[config.mk]
export PLATFORM = sky130hd
export DESIGN_NAME = xint_line_ctrl
export DESIGN_NICKNAME = d
export VERILOG_FILES = /design/src/rtl/xint_pkg.sv /design/src/rtl/xint_sync_edge.sv /design/src/rtl/xint_bank.sv /design/src/rtl/xint_line_ctrl.sv
export SDC_FILE = /design/constraint.sdc
export NUM_CORES = 1
export LEC_CHECK = 0
export ABC_CLOCK_PERIOD_IN_PS = 1230
export BUFFER_PORTS_ARGS = -buffer_cell sky130_fd_sc_hd__buf_2
export CAP_MARGIN = 20
export CORE_ASPECT_RATIO = 0.7
export CORE_MARGIN = 10
export CORE_UTILIZATION = 53
export CTS_CLUSTER_DIAMETER = 60
export DETAILED_ROUTE_END_ITERATION = 6
export PLACE_DENSITY = 0.77
export SKIP_LAST_GASP = 1
export SYNTH_ARGS = -nofsm -noshare
export SYNTH_HDL_FRONTEND = slang
export SYNTH_SLANG_ARGS = --single-unit
export TNS_END_PERCENT = 10
[constraint.sdc]
create_clock -name clk -period 1.23 [get_ports clk]
set_input_delay 0.0615 -clock clk [delete_from_list [all_inputs] [get_ports clk]]
set_output_delay 0.0615 -clock clk [all_outputs]
set_load 0.01 [all_outputs]
[src/rtl/xint_pkg.sv]
package xint_pkg;
  localparam int unsigned DATA_W    = 32;
  localparam int unsigned NUM_BANKS = 2;
  localparam int unsigned REG_NUM   = 6;
  localparam int unsigned IDX_W     = 3;

  typedef enum logic [IDX_W-1:0] {
    RI_IMASK  = 3'd0,
    RI_EMASK  = 3'd1,
    RI_RISE   = 3'd2,
    RI_FALL   = 3'd3,
    RI_SWTRIG = 3'd4,
    RI_PEND   = 3'd5
  } reg_idx_e;

  function automatic int unsigned bank_width(int unsigned b);
    return (b == 0) ? 32 : 8;
  endfunction

  function automatic int unsigned bank_base(int unsigned b);
    return (b == 0) ? 0 : 32;
  endfunction

  localparam int unsigned TOTAL_LINES = bank_base(NUM_BANKS - 1) + bank_width(NUM_BANKS - 1);

  function automatic logic [DATA_W-1:0] enable_keep(int unsigned b);
    return (b == 0) ? 32'hFFFF_FFFF : 32'h0000_00FF;
  endfunction

  function automatic logic [DATA_W-1:0] trig_keep(int unsigned b);
    return (b == 0) ? 32'h007D_FFFF : 32'h0000_0078;
  endfunction

  function automatic logic [REG_NUM-1:0] idx_onehot(logic [IDX_W-1:0] idx, logic hit);
    logic [REG_NUM-1:0] oh;
    oh = '0;
    for (int i = 0; i < REG_NUM; i++)
      if (hit && (idx == IDX_W'(i))) oh[i] = 1'b1;
    return oh;
  endfunction
endpackage

[src/rtl/xint_sync_edge.sv]
module xint_sync_edge #(
  parameter int unsigned W      = 40,
  parameter int unsigned STAGES = 2
) (
  input  logic         clk,
  input  logic         rst_n,
  input  logic [W-1:0] din,
  output logic [W-1:0] rise_o,
  output logic [W-1:0] fall_o
);
  logic [STAGES-1:0][W-1:0] chain_q;
  logic [W-1:0]             last_q;

  always_ff @(posedge clk) begin
    if (!rst_n) begin
      chain_q <= '0;
      last_q  <= '0;
    end else begin
      chain_q[0] <= din;
      for (int s = 1; s < STAGES; s++) chain_q[s] <= chain_q[s-1];
      last_q <= chain_q[STAGES-1];
    end
  end

  assign rise_o = chain_q[STAGES-1] & ~last_q;
  assign fall_o = ~chain_q[STAGES-1] & last_q;
endmodule

[src/rtl/xint_bank.sv]
module xint_bank
  import xint_pkg::*;
#(
  parameter int unsigned     W         = 32,
  parameter logic [W-1:0]    EN_KEEP   = '1,
  parameter logic [W-1:0]    TRIG_KEEP = '1
) (
  input  logic               clk,
  input  logic               rst_n,
  input  logic [REG_NUM-1:0] wr_sel,
  input  logic [W-1:0]       wdata,
  input  logic [W-1:0]       rise_i,
  input  logic [W-1:0]       fall_i,
  input  logic [IDX_W-1:0]   rd_idx,
  output logic [DATA_W-1:0]  rd_data,
  output logic [W-1:0]       irq_o
);
  logic [W-1:0] imask_q, emask_q, rsel_q, fsel_q, sw_q, pend_q, irq_q;
  logic [W-1:0] wdata_trig, sw_set, hw_hit, pr_clr, set_evt, pend_d;

  assign wdata_trig = wdata & TRIG_KEEP;
  // software trigger fires on a 0->1 write of an enabled line only
  assign sw_set  = wr_sel[RI_SWTRIG] ? (wdata_trig & ~sw_q & imask_q) : '0;
  assign hw_hit  = ((rise_i & rsel_q) | (fall_i & fsel_q)) & imask_q;
  assign pr_clr  = wr_sel[RI_PEND] ? wdata_trig : '0;
  assign set_evt = sw_set | hw_hit;
  // a new event at the same edge as a clear wins
  assign pend_d  = (pend_q & ~pr_clr) | set_evt;

  always_ff @(posedge clk) begin
    if (!rst_n) begin
      imask_q <= '0;
      emask_q <= '0;
      rsel_q  <= '0;
      fsel_q  <= '0;
      sw_q    <= '0;
      pend_q  <= '0;
      irq_q   <= '0;
    end else begin
      if (wr_sel[RI_IMASK]) imask_q <= wdata & EN_KEEP;
      if (wr_sel[RI_EMASK]) emask_q <= wdata & EN_KEEP;
      if (wr_sel[RI_RISE])  rsel_q  <= wdata_trig;
      if (wr_sel[RI_FALL])  fsel_q  <= wdata_trig;
      if (wr_sel[RI_SWTRIG]) sw_q <= wdata_trig;
      else                   sw_q <= sw_q & ~pr_clr;
      pend_q <= pend_d;
      irq_q  <= pend_d & ~pend_q;
    end
  end

  assign irq_o = irq_q;

  always_comb begin
    case (rd_idx)
      RI_IMASK:  rd_data = DATA_W'(imask_q);
      RI_EMASK:  rd_data = DATA_W'(emask_q);
      RI_RISE:   rd_data = DATA_W'(rsel_q);
      RI_FALL:   rd_data = DATA_W'(fsel_q);
      RI_SWTRIG: rd_data = DATA_W'(sw_q);
      RI_PEND:   rd_data = DATA_W'(pend_q);
      default:   rd_data = '0;
    endcase
  end

  // new pending bits only on lines enabled in the previous cycle
  assert_pend_needs_enable_R10: assert property (@(posedge clk) disable iff (!rst_n)
    ((pend_q & ~$past(pend_q)) & ~$past(imask_q)) == '0);

  // a clear with no competing event empties the pending bit
  assert_pend_clear_R8: assert property (@(posedge clk) disable iff (!rst_n)
    ($past(pr_clr & ~set_evt) & pend_q) == '0);

  // clearing pending also drops the software trigger bit
  assert_sw_follows_clear_R8: assert property (@(posedge clk) disable iff (!rst_n)
    ($past(pr_clr) & sw_q) == '0);

  // every pulse marks a fresh pending bit
  assert_irq_marks_new_pend_R11: assert property (@(posedge clk) disable iff (!rst_n)
    (irq_o & ~(pend_q & ~$past(pend_q))) == '0);

  // pulses last one cycle
  assert_irq_single_cycle_R11: assert property (@(posedge clk) disable iff (!rst_n)
    (irq_o & $past(irq_o)) == '0);
endmodule

[src/rtl/xint_line_ctrl.sv]
module xint_line_ctrl
  import xint_pkg::*;
#(
  parameter int unsigned ADDR_W      = 6,
  parameter int unsigned SYNC_STAGES = 2
) (
  input  logic                   clk,
  input  logic                   rst_n,
  input  logic                   bus_sel,
  input  logic                   bus_wr,
  input  logic [ADDR_W-1:0]      bus_addr,
  input  logic [DATA_W-1:0]      bus_wdata,
  output logic [DATA_W-1:0]      bus_rdata,
  input  logic [TOTAL_LINES-1:0] line_in,
  output logic [TOTAL_LINES-1:0] irq_pulse
);
  localparam int unsigned BANK_BIT = ADDR_W - 1;

  logic                   aligned, bank_sel;
  logic [IDX_W-1:0]       reg_idx;
  logic [TOTAL_LINES-1:0] rise_all, fall_all;
  logic [NUM_BANKS-1:0][DATA_W-1:0] bank_rd;

  assign aligned  = (bus_addr[1:0] == 2'b00);
  assign bank_sel = bus_addr[BANK_BIT];
  assign reg_idx  = bus_addr[IDX_W+1:2];

  xint_sync_edge #(.W(TOTAL_LINES), .STAGES(SYNC_STAGES)) u_sync (
    .clk    (clk),
    .rst_n  (rst_n),
    .din    (line_in),
    .rise_o (rise_all),
    .fall_o (fall_all)
  );

  for (genvar b = 0; b < NUM_BANKS; b++) begin : g_bank
    localparam int unsigned    BW = bank_width(b);
    localparam int unsigned    LO = bank_base(b);
    localparam logic [DATA_W-1:0] EK = enable_keep(b);
    localparam logic [DATA_W-1:0] TK = trig_keep(b);

    logic [REG_NUM-1:0] wsel;
    logic               wr_hit;

    assign wr_hit = bus_sel && bus_wr && aligned && (bank_sel == b[0]);
    assign wsel   = idx_onehot(reg_idx, wr_hit);

    xint_bank #(.W(BW), .EN_KEEP(EK[BW-1:0]), .TRIG_KEEP(TK[BW-1:0])) u_bank (
      .clk     (clk),
      .rst_n   (rst_n),
      .wr_sel  (wsel),
      .wdata   (bus_wdata[BW-1:0]),
      .rise_i  (rise_all[LO +: BW]),
      .fall_i  (fall_all[LO +: BW]),
      .rd_idx  (reg_idx),
      .rd_data (bank_rd[b]),
      .irq_o   (irq_pulse[LO +: BW])
    );
  end

  assign bus_rdata = aligned ? bank_rd[bank_sel] : '0;
endmodule

==> reports/qor.csv, run 1 <==
stage;metric;value;unit
clock_tree;CTS tree;done;
clock_tree;clk slew on worst S/H paths;70;ps
synth;ys flop type;dfxtp_1;
setup_path;required time of the critical path;1170;ps
detailed_routing;DRT antenna net count;0;
setup_path;Crit Path Category;flip-flop to output port;
floorplanning;chip height;149;µm
placed_design;IO buf count;125;
synth;Post-synth EDFFs;0;
sta;Max Transition Viols Final;0;
power_and_ir_drop;worst vdd ir;1.12;mV
detailed_routing;final wirelength;38200;µm
final_layout;Reg area;5770;µm²
synth;Gate Count Post-Synth;1391;
detailed_routing;Vias/cell;5.63;
power_and_ir_drop;Pwr Density;1260;nW/µm²
power_and_ir_drop;Pleak;0.00643;µW
clock_tree;maximum root-to-sink buffer count;3;
clock_tree;clock sink total;288;
sta;FMAX;504;MHz
flow_run;max-cap violation count;0;
global_route;vias in the first global route;11100;
synth;sequential area share after synthesis;45.7;%
setup_path;CP startpoint;g_bank[0].u_bank.emask_q[21];
detailed_routing;drt wl/cell;19.0;µm
status;status;finished with violations;
sta;setup ws final;-755;ps
final_layout;non-filler cells, final;2011;
clock_tree;H-tree depth;1;
clock_tree;CTS buffer count;28;
synth;Async SR Flop Fraction;0;%
sta;fin crit share;161;%
sta;RSZ-0062 raised after global routing;yes;
setup_path;FF-to-FF Start;g_bank[0].u_bank.fsel_q[20];
final_layout;multi-input logic area;6280;µm²
hold_path;Hold Path Class;input port to flip-flop;
hold_path;worst hold start;bus_addr[2];
floorplanning;area of the core;23500;µm²
status;failing checks;negative setup slack;
final_layout;Area Overhead vs Synth;28.9;%
global_route;first-pass GRT wire length;60300;µm
setup_path;CP arrival;1920;ps
synth;Yosys warnings;0;
placed_design;Post-Place Cells;1901;
synth;synth unique cells;60;
sta;final setup violation count;35;
global_route;GRT Total Usage;24.2;%
setup_path;reg-to-reg endpoint;g_bank[0].u_bank.irq_o[20];
sta;Hold Fails Final Rpt;0;
clock_tree;Root Driver;clkbuf_16;
floorplanning;chip width;204;µm
hold_path;hold path endpoint;g_bank[1].u_bank.sw_q[3];
detailed_routing;vias;11300;
hold_path;Cells on Worst Hold Path;4;
synth;Yosys reg bits;288;
clock_tree;Clock Latency Late Sink;550;ps
detailed_routing;Pre-antenna DRT Iters;7;
setup_path;critical path startpoint category;flip-flop;
sta;Fin Setup TNS;-15040;ps
global_route;initial antenna violation count;0;
global_route;global route overflow;0;
detailed_routing;1st-iter DRT viols;991;
floorplanning;FP Rows;47;
final_layout;Net count, final;1754;
global_route;largest net degree at the start of global routing;54;
final_layout;Layout Utilization;69.1;%
floorplanning;Die ar.;30500;µm²
synth;Netlist Area Pre-Place;12600;µm²
sta;fin crit period;1990;ps
setup_path;Worst setup EP type;output port;
placed_design;GP Congestion;0.927;
final_layout;share of layout cells above drive strength 1;23.7;%
placed_design;Post-DP HPWL;26500;µm
setup_path;worst reg2reg setup slack;-150;ps
setup_path;R2R depth;6;
floorplanning;num ports;154;
final_layout;number of diodes;0;
final_layout;fill cell count;1829;
floorplanning;Starting Density;53.6;%
synth;syn_area_per_cell;9.07;µm²
sta;Clock Skews;7.83;ps
setup_path;worst-path fanout max;2;
detailed_routing;Residual DRC;0;
stage by stage:
| step | instance area, µm² | hold slack (ps) | setup slack, ps | total power, µW |
|---|---|---|---|---|
| 3_3_place_gp | 14600 | 267 | -565 | 10900 |
| 6_report | 16300 | 47.0 | -755 | 20500 |
| 5_1_grt | 16300 | 37.7 | -809 | 21100 |
| 2_1_floorplan | 12700 | 189 | -28.4 | 10400 |
| 4_1_cts | 16200 | 22.3 | -771 | 20600 |
| 3_5_place_dp | 14600 | 270 | -625 | 10900 |
layout by cell type (no fill, tap or decap), types with 5 or more instances in the layout:
cell type / synthesis / final
nand2_1: 258 / 258
mux2_2: 12 / 12
buf_12: 2 / 17
nor3_1: 5 / 5
nand4_1: 23 / 23
and2_1: 78 / 78
clkinv_2: 0 / 8
o22ai_1: 6 / 5
a21boi_1: 126 / 126
nand3_1: 27 / 27
o21ai_0: 11 / 11
a22oi_1: 17 / 16
and3_1: 7 / 7
nor2b_1: 53 / 53
inv_1: 6 / 6
a221oi_1: 7 / 6
mux2i_1: 78 / 76
and4_1: 5 / 5
bufinv_16: 0 / 7
buf_4: 26 / 158
nor2_2: 1 / 11
buf_2: 37 / 123
nor2_1: 48 / 38
a31oi_1: 6 / 6
nand3b_1: 50 / 50
nor3b_1: 28 / 27
conb_1: 1 / 14
dlygate4sd3_1: 0 / 59
a21oi_1: 37 / 37
dfxtp_1: 288 / 282
a22o_1: 7 / 7
a21boi_0: 31 / 31
clkbuf_16: 0 / 29
dfxtp_2: 0 / 6
cells by family after synthesis:
kind of cell | synth area share (%)
AO/OA/AOI/OAI | 15.8
buffers and inverters | 5.53
flip-flops | 45.7
multiplexers | 8.24
other | 0.0297
AND/OR/NAND/NOR | 24.7
routing by layer:
layer	up-vias	global-route usage [%]	part of all wire [%]
met2	519	38.8	45
met4	0	5.06	1.8
met1	5421	33.2	44
met5	-	0	0
li1	5314	-	-
met3	67	4.80	9.6
flip-flops by register name, indices dropped and copies added (netlist names):
signal	cells
g_bank.u_bank.fsel_q	26
g_bank.u_bank.rsel_q	26
g_bank.u_bank.emask_q	40
g_bank.u_bank.imask_q	40
u_sync.chain_q	52
g_bank.u_bank.sw_q	26
g_bank.u_bank.irq_o	26
u_sync.last_q	26
g_bank.u_bank.pend_q	26
cells in the mapped netlist (all sizes together) (3+ instances only):
library cell | instances | area (µm²)
and3 | 7 | 43.8
mux4 | 4 | 90.1
mux2 | 15 | 169
and2 | 79 | 495
nor2b | 53 | 332
a221oi | 7 | 61.3
nand3 | 31 | 175
mux2i | 78 | 781
a21oi | 37 | 185
a22o | 7 | 61.3
buf | 73 | 495
a211oi | 3 | 22.5
o22ai | 6 | 37.5
a2bb2oi | 4 | 35.0
dfxtp | 288 | 5770
o221a | 4 | 45.0
nor3 | 6 | 35.0
a31oi | 6 | 37.5
o21ai | 16 | 83.8
o22a | 3 | 26.3
nand4 | 23 | 144
a22oi | 17 | 128
nor2 | 49 | 186
and4 | 5 | 43.8
clkbuf | 47 | 176
a21boi | 157 | 1180
inv | 7 | 26.3
nor3b | 31 | 248
nand2 | 258 | 968
nand3b | 50 | 375
worst max-delay path, cell delays in order, from the launching register on:
cell and delay (ps):
dfxtp_1 310, mux2_4 280, a22o_1 200, a222oi_1 330, nor2_1 110, buf_2 150
where the power goes:
part / switching, µW / total (µW) / internal, µW
registers: 51.1 / 9490 / 9440
logic: 722 / 1400 / 676
clock network: 3720 / 9610 / 5890
total: 4490 / 20500 / 16000
worst max path at each step:
stage	to	slack, ps	cells past startpoint
after floorplan	bus_rdata[0]	-30	6
after global placement	bus_rdata[8]	-570	8
after detailed placement	bus_rdata[8]	-620	8
after CTS	bus_rdata[21]	-770	5
after global routing	bus_rdata[21]	-810	5
final	bus_rdata[21]	-760	5
final cells by class:
type                            count  area share, %
Multi-Input combinational cell    989           38.7
Sequential cell                   288           35.5
Timing Repair Buffer              358           16.9
Clock buffer                       33           4.68
Tap cell                          318           2.45
Clock inverter                     18           1.69
Inverter                            7          0.162
timing repair:
item	in CTS	in global routing
pin swaps	5	4
hold buffers	59	0
setup buffers	1	0
endpoints found under the hold margin	180	0
resized for setup	6	10
cloned	0	0
endpoints found under the setup margin	33	40
(Power assumes the default switching activity.)
==> run 2, diff against run 1 <==
--- a/config.mk
+++ b/config.mk
@@ -8,12 +8,12 @@
 export ABC_CLOCK_PERIOD_IN_PS = 1230
 export BUFFER_PORTS_ARGS = -buffer_cell sky130_fd_sc_hd__buf_2
 export CAP_MARGIN = 20
-export CORE_ASPECT_RATIO = 0.7
+export CORE_ASPECT_RATIO = 0.5
 export CORE_MARGIN = 10
 export CORE_UTILIZATION = 53
 export CTS_CLUSTER_DIAMETER = 60
 export DETAILED_ROUTE_END_ITERATION = 6
-export PLACE_DENSITY = 0.77
+export PLACE_DENSITY = 0.81
 export SKIP_LAST_GASP = 1
 export SYNTH_ARGS = -nofsm -noshare
 export SYNTH_HDL_FRONTEND = slang
==> reports/qor.csv, run 2 (same netlist as run 1, synthesis figures left out) <==
stage;metric;value;unit;change
detailed_routing;Vias/cell;5.69;;was 5.63
setup_path;Worst path slowest cell;a222oi_1;;unchanged
detailed_routing;drt wl/cell;19.1;µm;was 19.0 µm
clock_tree;clock sink total;288;;unchanged
power_and_ir_drop;clock power share;45.8;%;was 46.9%
detailed_routing;DRT antenna net count;0;;unchanged
floorplanning;chip width;238;µm;was 204 µm
setup_path;CP cell instances;mux2_4 -> a22o_1 -> a222oi_1 -> nor2_1 -> buf_2;;unchanged
detailed_routing;uppermost layer routed;met4;;unchanged
detailed_routing;routed wl met2;17800;µm;was 17,200 µm
floorplanning;num ports;154;;unchanged
hold_path;Hold Path Class;input port to flip-flop;;unchanged
clock_tree;clk slew on worst S/H paths;70;ps;about the same
placed_design;pre-CTS WS;-385;ps;was -625 ps
setup_path;family with the most delay on the worst path;compound AO/OA/AOI/OAI gates;;unchanged
power_and_ir_drop;worst vdd ir;0.917;mV;was 1.12 mV
clock_tree;CTS buffer count;26;;was 28
detailed_routing;met3 wire length;3250;µm;was 3660 µm
placed_design;GP Congestion;0.947;;was 0.927
detailed_routing;Pre-antenna DRT Iters;5;;was 7
sta;Clock Skews;10.7;ps;was 7.83 ps
final_layout;fill cell count;1685;;was 1,829
final_layout;Most flops, register;u_sync.chain_q;;unchanged
status;failing checks;negative setup slack;;unchanged
detailed_routing;1st-iter DRT viols;1156;;was 991
sta;setup ws final;-740;ps;was -755 ps
floorplanning;FP Rows;39;;was 47
flow_run;max-cap violation count;0;;unchanged
global_route;first-pass GRT wire length;59600;µm;was 60,300 µm
final_layout;share of layout cells above drive strength 1;23.1;%;was 23.7%
setup_path;slowest stage delay, CP;330;ps;about the same
floorplanning;Die ar.;30800;µm²;was 30,500 µm²
final_layout;commonest non-fill, non-tap cells in the layout;dfxtp_1, nand2_1, buf_4;;unchanged
final_layout;max reg flops;52;;unchanged
power_and_ir_drop;Pwr Density;1250;nW/µm²;was 1260 nW/µm²
clock_tree;Root Driver;clkbuf_16;;unchanged
final_layout;Net count, final;1747;;was 1,754
global_route;GRT Total Usage;23.7;%;was 24.2%
power_and_ir_drop;Sw Ratio;22.2;%;was 21.9%
final_layout;Finished Cell Area;16100;µm²;was 16,300 µm²
placed_design;IO buf count;125;;unchanged
sta;Hold Fails Final Rpt;0;;unchanged
placed_design;Post-DP HPWL;26200;µm;was 26,500 µm
final_layout;leading cell type in the layout, fill and taps excluded;dfxtp_1;;unchanged
sta;RSZ-0062 raised after global routing;yes;;unchanged
sta;Max Transition Viols Final;0;;unchanged
sta;FMAX;508;MHz;was 504 MHz
placed_design;Post-Place Cells;1885;;was 1,901
clock_tree;CTS tree;done;;unchanged
final_layout;Reg area;5770;µm²;about the same
detailed_routing;Residual DRC;0;;unchanged
clock_tree;H-tree depth;1;;unchanged
sta;WHS;201;ps;was 47.0 ps
global_route;vias in the first global route;11200;;was 11,100
global_route;global route overflow;0;;unchanged
detailed_routing;met1 wire length;15900;µm;was 16,600 µm
sta;fin crit share;160;%;was 161%
power_and_ir_drop;P_int;15600;µW;was 16,000 µW
setup_path;Worst setup EP type;output port;;unchanged
detailed_routing;vias;11300;;about the same
global_route;largest net degree at the start of global routing;69;;was 54
floorplanning;chip height;129;µm;was 149 µm
setup_path;worst-path fanout max;2;;unchanged
global_route;initial antenna violation count;1;;was 0
final_layout;multi-input logic area;6250;µm²;was 6280 µm²
power_and_ir_drop;overall power;20100;µW;was 20,500 µW
final_layout;Area Overhead vs Synth;27.3;%;was 28.9%
setup_path;Crit Path Category;flip-flop to output port;;unchanged
clock_tree;Clock Latency Late Sink;550;ps;about the same
floorplanning;area of the core;23100;µm²;was 23,500 µm²
final_layout;Largest regs;u_sync.chain_q x52, g_bank.u_bank.emask_q x40, g_bank.u_bank.imask_q x40;;unchanged
sta;final setup violation count;36;;was 35
sta;fin crit period;1970;ps;was 1990 ps
power_and_ir_drop;Reg power frac;47.3;%;was 46.3%
power_and_ir_drop;P_sw;4450;µW;was 4490 µW
clock_tree;maximum root-to-sink buffer count;3;;unchanged
floorplanning;Starting Density;54.5;%;was 53.6%
power_and_ir_drop;Pleak;0.00638;µW;was 0.00643 µW
setup_path;required time of the critical path;1170;ps;about the same
detailed_routing;final wirelength;38000;µm;was 38,200 µm
placed_design;placed cell area;14500;µm²;was 14,600 µm²
setup_path;Buf+Inv Stages, Crit Path;1;;unchanged
setup_path;CP arrival;1910;ps;was 1920 ps
setup_path;critical path startpoint category;flip-flop;;unchanged
power_and_ir_drop;Comb pwr share;6.8;%;about the same
status;status;finished with violations;;unchanged
final_layout;non-filler cells, final;1993;;was 2,011
run 2: cell count changes in the layout (fill, tap and decap cells not counted), sizes merged:
cell	delta
dlygate4sd3	+1
buf	-6
diode	+1
bufinv	-1
inv	-1
clkbuf	-1
clkinvlp	-2
clkinv	+2
run 2: worst reg2reg max path, cell delays in order (launching register included):
cell and delay [ps]:
dfxtp_1 430, buf_4 160, nand3b_1 80, o21ai_0 110
buf_4 170, o21ai_1 80, nor3b_1 190
run 2: through the flow:
step                utilization (%)  setup TNS (ps)
floorplan                         -            -291
global placement               62.6          -51240
detailed placement             62.6          -60860
CTS                            69.4          -14500
global route                   69.5          -17220
finish                         69.5          -14440
run 2: final timing paths:
kind / slack, ps / from / cells past startpoint / end
worst max-delay path: -740 / g_bank[0].u_bank.emask_q[21] / 5 / bus_rdata[21]
worst min-delay path: 200 / bus_addr[5] / 6 / g_bank[0].u_bank.pend_q[21]
worst max register to register: -60 / g_bank[1].u_bank.fsel_q[3] / 6 / g_bank[1].u_bank.irq_o[3]
worst min register to register: 430 / u_sync.chain_q[3] / 1 / u_sync.chain_q[43]
run 2: repair_timing:
action | CTS | global route
endpoints found under the hold margin | 176 | 0
hold buffers | 60 | 0
setup buffers | 0 | 0
endpoints found under the setup margin | 33 | 47
pin swaps | 5 | 1
gates resized for setup | 7 | 3
run 2: final cells by class:
type	count	area share, %
Clock buffer	32	4.57
Sequential cell	288	35.9
Inverter	7	0.164
Multi-Input combinational cell	989	38.9
Antenna cell	1	0.0156
Tap cell	307	2.39
Clock inverter	16	1.48
Timing Repair Buffer	353	16.6
run 2: power groups by stage:
stage / logic (µW) / clock network, µW / registers, µW
global placement: 1160 / 0 / 9690
global route: 1450 / 9650 / 9500
CTS: 1340 / 9230 / 9490
finish: 1370 / 9200 / 9490
detailed placement: 1180 / 0 / 9700
floorplan: 674 / 0 / 9680
run 2: layer usage:
| metal | vias to the layer above | track usage [%] |
|---|---|---|
| li1 | 5297 | - |
| met1 | 5449 | 30.4 |
| met3 | 87 | 4.59 |
| met2 | 514 | 39.5 |
| met4 | 0 | 8.16 |
| met5 | - | 0 |
